<file path="config.mk">
export PLATFORM = sky130hd
export DESIGN_NAME = mdac_regbank
export DESIGN_NICKNAME = d
export VERILOG_FILES = /design/src/rtl/mdac_regbank_pkg.sv /design/src/rtl/mdac_rst_sync.sv /design/src/rtl/mdac_ctl_sync.sv /design/src/rtl/mdac_chan_bank.sv /design/src/rtl/mdac_regbank.sv
export SDC_FILE = /design/constraint.sdc
export NUM_CORES = 1
export LEC_CHECK = 0
export BUFFER_PORTS_ARGS = -buffer_cell sky130_fd_sc_hd__buf_2
export CAP_MARGIN = 30
export CORE_AREA = 2 2 190 136
export DETAILED_ROUTE_END_ITERATION = 7
export DIE_AREA = 0 0 192 138
export SYNTH_ARGS = -nofsm -noshare
export SYNTH_HDL_FRONTEND = slang
export SYNTH_HIERARCHICAL = 1
export SYNTH_SLANG_ARGS = --single-unit
</file>
<file path="constraint.sdc">
create_clock -name clk -period 4.8 [get_ports clk]
set_input_delay 0.72 -clock clk [delete_from_list [all_inputs] [get_ports clk]]
set_output_delay 0.72 -clock clk [all_outputs]
set_load 0.02 [all_outputs]
</file>
<file path="src/rtl/mdac_regbank_pkg.sv">
package mdac_regbank_pkg;
  localparam int unsigned CH_COUNT = 16;
  localparam int unsigned CODE_W   = 8;

  typedef struct packed {
    logic upd_n;
    logic stb_n;
    logic rnw;
    logic sel_n;
  } bus_ctl_t;

  localparam int unsigned CTL_W = $bits(bus_ctl_t);
endpackage

</file>
<file path="src/rtl/mdac_rst_sync.sv">
module mdac_rst_sync #(
  parameter int unsigned STAGES = 2
) (
  input  logic clk,
  input  logic arst_n,
  output logic srst_n
);
  logic [STAGES-1:0] chain_q;
  logic [STAGES-1:0] chain_d;

  always_comb begin
    chain_d = {chain_q[STAGES-2:0], 1'b1};
  end

  always_ff @(posedge clk or negedge arst_n) begin
    if (!arst_n) chain_q <= '0;
    else         chain_q <= chain_d;
  end

  assign srst_n = chain_q[STAGES-1];
endmodule

</file>
<file path="src/rtl/mdac_ctl_sync.sv">
module mdac_ctl_sync #(
  parameter int unsigned WIDTH  = 4,
  parameter int unsigned STAGES = 2,
  parameter logic [WIDTH-1:0] IDLE = '1
) (
  input  logic             clk,
  input  logic             rst_n,
  input  logic [WIDTH-1:0] async_i,
  output logic [WIDTH-1:0] sync_o
);
  logic [STAGES-1:0][WIDTH-1:0] stage_q;
  logic [STAGES-1:0][WIDTH-1:0] stage_d;

  always_comb begin
    stage_d[0] = async_i;
    for (int s = 1; s < STAGES; s++) stage_d[s] = stage_q[s-1];
  end

  generate
    for (genvar g = 0; g < STAGES; g++) begin : g_stage
      always_ff @(posedge clk or negedge rst_n) begin
        if (!rst_n) stage_q[g] <= IDLE;
        else        stage_q[g] <= stage_d[g];
      end
    end
  endgenerate

  assign sync_o = stage_q[STAGES-1];
endmodule

</file>
<file path="src/rtl/mdac_chan_bank.sv">
module mdac_chan_bank #(
  parameter int unsigned NUM_CH = 16,
  parameter int unsigned DATA_W = 8,
  localparam int unsigned ADDR_W = $clog2(NUM_CH)
) (
  input  logic                          clk,
  input  logic                          in_rst_n,
  input  logic                          out_rst_n,
  input  logic                          wr_en,
  input  logic [ADDR_W-1:0]             wr_addr,
  input  logic [DATA_W-1:0]             wr_data,
  input  logic                          xfer_en,
  input  logic [ADDR_W-1:0]             rd_addr,
  output logic [DATA_W-1:0]             rd_data,
  output logic [NUM_CH-1:0][DATA_W-1:0] codes
);
  logic [NUM_CH-1:0][DATA_W-1:0] stage_q, stage_d;
  logic [NUM_CH-1:0][DATA_W-1:0] code_q,  code_d;

  // staging stage: only the addressed channel follows the data
  always_comb begin
    stage_d = stage_q;
    for (int c = 0; c < NUM_CH; c++) begin
      if (wr_en && (wr_addr == ADDR_W'(c))) stage_d[c] = wr_data;
    end
  end

  always_ff @(posedge clk or negedge in_rst_n) begin
    if (!in_rst_n)  stage_q <= '0;
    else if (wr_en) stage_q <= stage_d;
  end

  // code stage: all channels move together
  always_comb begin
    code_d = stage_q;
  end

  always_ff @(posedge clk or negedge out_rst_n) begin
    if (!out_rst_n)   code_q <= '0;
    else if (xfer_en) code_q <= code_d;
  end

  assign rd_data = stage_q[rd_addr];
  assign codes   = code_q;


  wr_lands_chk: assert property (@(posedge clk) disable iff (!in_rst_n)
    wr_en |=> stage_q[$past(wr_addr)] == $past(wr_data));


  stage_hold_chk: assert property (@(posedge clk) disable iff (!in_rst_n)
    !wr_en |=> $stable(stage_q));


  code_hold_chk: assert property (@(posedge clk) disable iff (!out_rst_n)
    !xfer_en |=> $stable(code_q));


  xfer_all_chk: assert property (@(posedge clk) disable iff (!out_rst_n || !in_rst_n)
    xfer_en |=> code_q == $past(stage_q));
endmodule

</file>
<file path="src/rtl/mdac_regbank.sv">
module mdac_regbank
  import mdac_regbank_pkg::*;
#(
  parameter int unsigned NUM_CH      = CH_COUNT,
  parameter int unsigned DATA_W      = CODE_W,
  parameter int unsigned SYNC_STAGES = 2,
  localparam int unsigned ADDR_W     = $clog2(NUM_CH)
) (
  input  logic                     clk,
  input  logic                     rst_n,
  input  logic                     clr_n_i,
  input  logic                     sel_n_i,
  input  logic                     stb_n_i,
  input  logic                     rnw_i,
  input  logic                     upd_n_i,
  input  logic [ADDR_W-1:0]        addr_i,
  input  logic [DATA_W-1:0]        din_i,
  output logic [DATA_W-1:0]        dout_o,
  output logic                     dout_oe_o,
  output logic [NUM_CH*DATA_W-1:0] codes_o
);
  logic      sys_rst_n;
  logic      code_rst_n;
  logic      code_arst_n;
  bus_ctl_t  ctl_raw, ctl_s;
  logic      wr_en, xfer_en, rd_en;
  logic [DATA_W-1:0]             rd_data;
  logic [NUM_CH-1:0][DATA_W-1:0] codes;

  assign code_arst_n = rst_n & clr_n_i;

  mdac_rst_sync #(.STAGES(SYNC_STAGES)) u_sys_rst (
    .clk(clk), .arst_n(rst_n), .srst_n(sys_rst_n)
  );

  mdac_rst_sync #(.STAGES(SYNC_STAGES)) u_code_rst (
    .clk(clk), .arst_n(code_arst_n), .srst_n(code_rst_n)
  );

  assign ctl_raw = '{upd_n: upd_n_i, stb_n: stb_n_i, rnw: rnw_i, sel_n: sel_n_i};

  mdac_ctl_sync #(.WIDTH(CTL_W), .STAGES(SYNC_STAGES), .IDLE('1)) u_ctl_sync (
    .clk(clk), .rst_n(sys_rst_n), .async_i(ctl_raw), .sync_o(ctl_s)
  );

  always_comb begin
    wr_en   = !ctl_s.sel_n && !ctl_s.stb_n && !ctl_s.rnw;
    xfer_en = !ctl_s.upd_n && !ctl_s.stb_n;
    rd_en   = !ctl_s.sel_n &&  ctl_s.rnw;
  end

  mdac_chan_bank #(.NUM_CH(NUM_CH), .DATA_W(DATA_W)) u_bank (
    .clk(clk), .in_rst_n(sys_rst_n), .out_rst_n(code_rst_n),
    .wr_en(wr_en), .wr_addr(addr_i), .wr_data(din_i),
    .xfer_en(xfer_en), .rd_addr(addr_i), .rd_data(rd_data),
    .codes(codes)
  );

  assign dout_oe_o = rd_en;
  assign dout_o    = rd_en ? rd_data : '0;
  assign codes_o   = codes;


  clear_zero_chk: assert property (@(posedge clk) disable iff (!rst_n)
    !clr_n_i |-> codes_o == '0);


  bus_idle_chk: assert property (@(posedge clk) disable iff (!sys_rst_n)
    !dout_oe_o |-> dout_o == '0);
endmodule

</file>
==> impl_metrics.tcl <==
set metrics [dict create \
    ys_warn_count 6 \
    design_area_um2 13000 \
    combPwrFrac_pct 16.7 \
    place_inst 1115 \
    synth_top_cell_by_area "dfrtp_1" \
    start_kind "input pin" \
    syn_area_per_cell_um2 16.6 \
    fin_util_pct 51.8 \
    diodes 0 \
    min_period_over_period_pct 74.2 \
    numCtsBuffers 27 \
    drt_wl_total_um 27500 \
    finalHoldViolations 0 \
    fin_worst_skew_ps 11.8 \
    path_buf_inv 3 \
    viasPerCell 5.46 \
    timing.max_cap.violations 0 \
    switching_share_pct 28.2 \
    fin_nets 834 \
    cts.sinks 268 \
    fmax_ghz 0.281 \
    slew_violations 0 \
    vdd_ir_drop_max_mv 0.322 \
    insertion_delay_ps 530 \
    num-fill-cells 2077 \
    synth_edf_count 0 \
    syn_to_final_growth_pct 18.0 \
    outcome "complete, no violations" \
    core_um2 25000 \
    clk_pin_slew_ps 60 \
    die-height_um 138 \
    cts_setup_buffers 0 \
    clock_path_buffers 3 \
    p_leak_uw 0.00651 \
    place.gp.congestion 0.817 \
    dieArea_um2 26500 \
    grt_pass1_vias 6773 \
    synthFlopType "dfrtp_1" \
    synth_top_family_by_area "multiplexers" \
    synth_common_cells "dfrtp_1, mux2_2, mux4_2, buf_2, a22oi_1" \
    die_x_um 192 \
    criticalPathCategory "input pin to output port" \
    num_rows 49 \
    slowest_stage "buf_2" \
    cts_hold_buf 1 \
    worst-path-max-fanout 22 \
    grt_max_degree 129 \
    globalRouteOverflowTotal 0 \
    cpMostUsedCell "buf_2" \
    ctsResizeCount 0 \
    synth.top_cell.area_share_pct 59.3 \
    drtIter0Drc 386 \
    ys_top_cells_by_area "dfrtp_1, mux2_2, mux4_2, dfstp_2, a22oi_1" \
    avgRoutedWirePerCell_um 23.6 \
    ys_ff_latch 268 \
    p_int_uw 4250 \
    hp-class "input pin to asynchronous set/reset pin" \
    instances_no_fill 1164 \
    ios 156 \
    drive_gt1_share_pct 62.1 \
    path_cells "buf_2 > buf_4 > mux4_2 > a22oi_1 > nand2_1 > and3b_1 > buf_2" \
    crit_arrival_ps 2840 \
    syn_nets 679 \
    synthCells 660 \
    cp_top_family "buffers and inverters" \
    synth_compound_area_share_pct 1.09 \
    cts_tree "yes" \
    async_flop_share_pct 100 \
    slowest_delay_ps 630 \
    mappedNetlistArea_um2 11000 \
    yosysMostFrequentCell "dfrtp_1" \
    dr.pass1.iters 4 \
    min_period_ps 3560 \
    dpl_cell_area_um2 12100 \
    yosys.area_share.simple_pct 2.84 \
    p_switching_uw 1670 \
    rsz0062_at_grt "no" \
    port_buffers 155 \
    worst_pin_slew_ps 957 \
    cts-htree-levels 1 \
    critPathRequiredTime_ps 4080 \
    ant_nets 0 \
    muxShareOfSynthArea_pct 33.1 \
    ys_seq_area_share_pct 61.2 \
    grt_pass1_wl_um 42500 \
    hpwl_um 19400 \
    synthAdderAreaFrac_pct 0 \
    setup_viol 0 \
    max_slew_margin_pct 36.2 \
    num_vias 6359 \
    start_util_pct 43.9 \
    synth-xor-area-share_pct 0 \
    sequentialPowerShare_pct 48.4 \
    antenna_found_initial 0 \
    grt_usage_pct 21.1 \
    drcViolationCount 0 \
    cts_root_buffer "clkbuf_16" \
    yosysUniqueCellTypes 25 \
    critPathCaptureType "output port" \
    p_clk_share_pct 34.9 \
    finalSetupTns_ps 0 \
    p_per_area_nw_per_um2 457 \
]
[state kept, by name, indices dropped and copies added, names as in the netlist]
name / count
u_bank/code_d: 128
u_bank/codes: 128
u_code_rst/chain_q: 2
u_ctl_sync/stage_d: 4
u_ctl_sync/sync_o: 4
u_sys_rst/chain_q: 2
[power groups by stage]
| stage | clock network, uW | registers, uW | logic (uW) |
|---|---|---|---|
| final | 2070 | 2860 | 988 |
| after global routing | 2200 | 2910 | 1060 |
| after CTS | 2110 | 2870 | 1000 |
| after detailed placement | 0 | 2910 | 996 |
| after global placement | 0 | 2890 | 976 |
| after floorplan | 0 | 3040 | 443 |
[per-stage QoR]
stage	worst slack, ps	power, uW	hold WS, ps
3_3_place_gp	1240	3870	282
3_5_place_dp	1180	3900	293
2_1_floorplan	684	3480	331
6_report	1240	5920	79.8
4_1_cts	1180	5980	65.6
5_1_grt	1060	6170	77.5
[routing by layer]
metal / GRT usage [%] / wire (um)
met4: 3.90 / 490
met2: 31.6 / 12300
met3: 4.11 / 1750
met5: 0 / 0
met1: 32.4 / 12900
[layout make-up]
type / instances / area, um2 / share of cell area [%]
Multi-Input combinational cell: 354 / 4080 / 31.5
Timing Repair Buffer: 164 / 858 / 6.63
Clock buffer: 38 / 787 / 6.08
Sequential cell: 268 / 6720 / 51.9
Tap cell: 331 / 414 / 3.20
Clock inverter: 9 / 90.1 / 0.695
[final timing paths]
| check | slack [ps] | cells after the start | from | to |
|---|---|---|---|---|
| setup / recovery | 1240 | 7 | addr_i[0] | dout_o[2] |
| hold / removal | 80 | 2 | clr_n_i | u_code_rst/chain_q[1]$_DFF_PN0_ |
| setup reg to reg | 2160 | 5 | u_ctl_sync/sync_o[0]$_DFF_PN1_ | u_bank/code_d[25]$_DFFE_PN0P_ |
| hold reg to reg | 280 | 0 | u_code_rst/chain_q[1]$_DFF_PN0_ | u_bank/codes[96]$_DFFE_PN0P_ |
| max in group asynchronous | 3270 | 1 | u_sys_rst/chain_q[1]$_DFF_PN0_ | u_bank/code_d[83]$_DFFE_PN0P_ |
| min in group clk | 300 | 1 | sel_n_i | u_ctl_sync/stage_d[4]$_DFF_PN1_ |
[cells in the final DEF, fill, tap and decap left out, types with 4 or more instances in the layout]
cell type,n
clkbuf_16,27
mux4_2,32
mux2_2,248
nand2_1,10
mux2_4,8
clkinv_2,4
dfrtp_1,258
buf_2,155
a22oi_1,16
dfstp_2,8
nand2b_1,5
and3b_1,8
clkbuf_8,7
nor2b_1,4
buf_4,7
clkbuf_1,4
nor2_2,9
[cell families (layout without fill, tap and decap cells)]
family | after synthesis | after routing
flip-flops | 268 | 268
buffers and inverters | 38 | 211
AO/OA/AOI/OAI | 16 | 16
other | 2 | 2
AND/OR/NAND/NOR | 48 | 48
multiplexers | 288 | 288
Power figures use the tool's default switching activity.
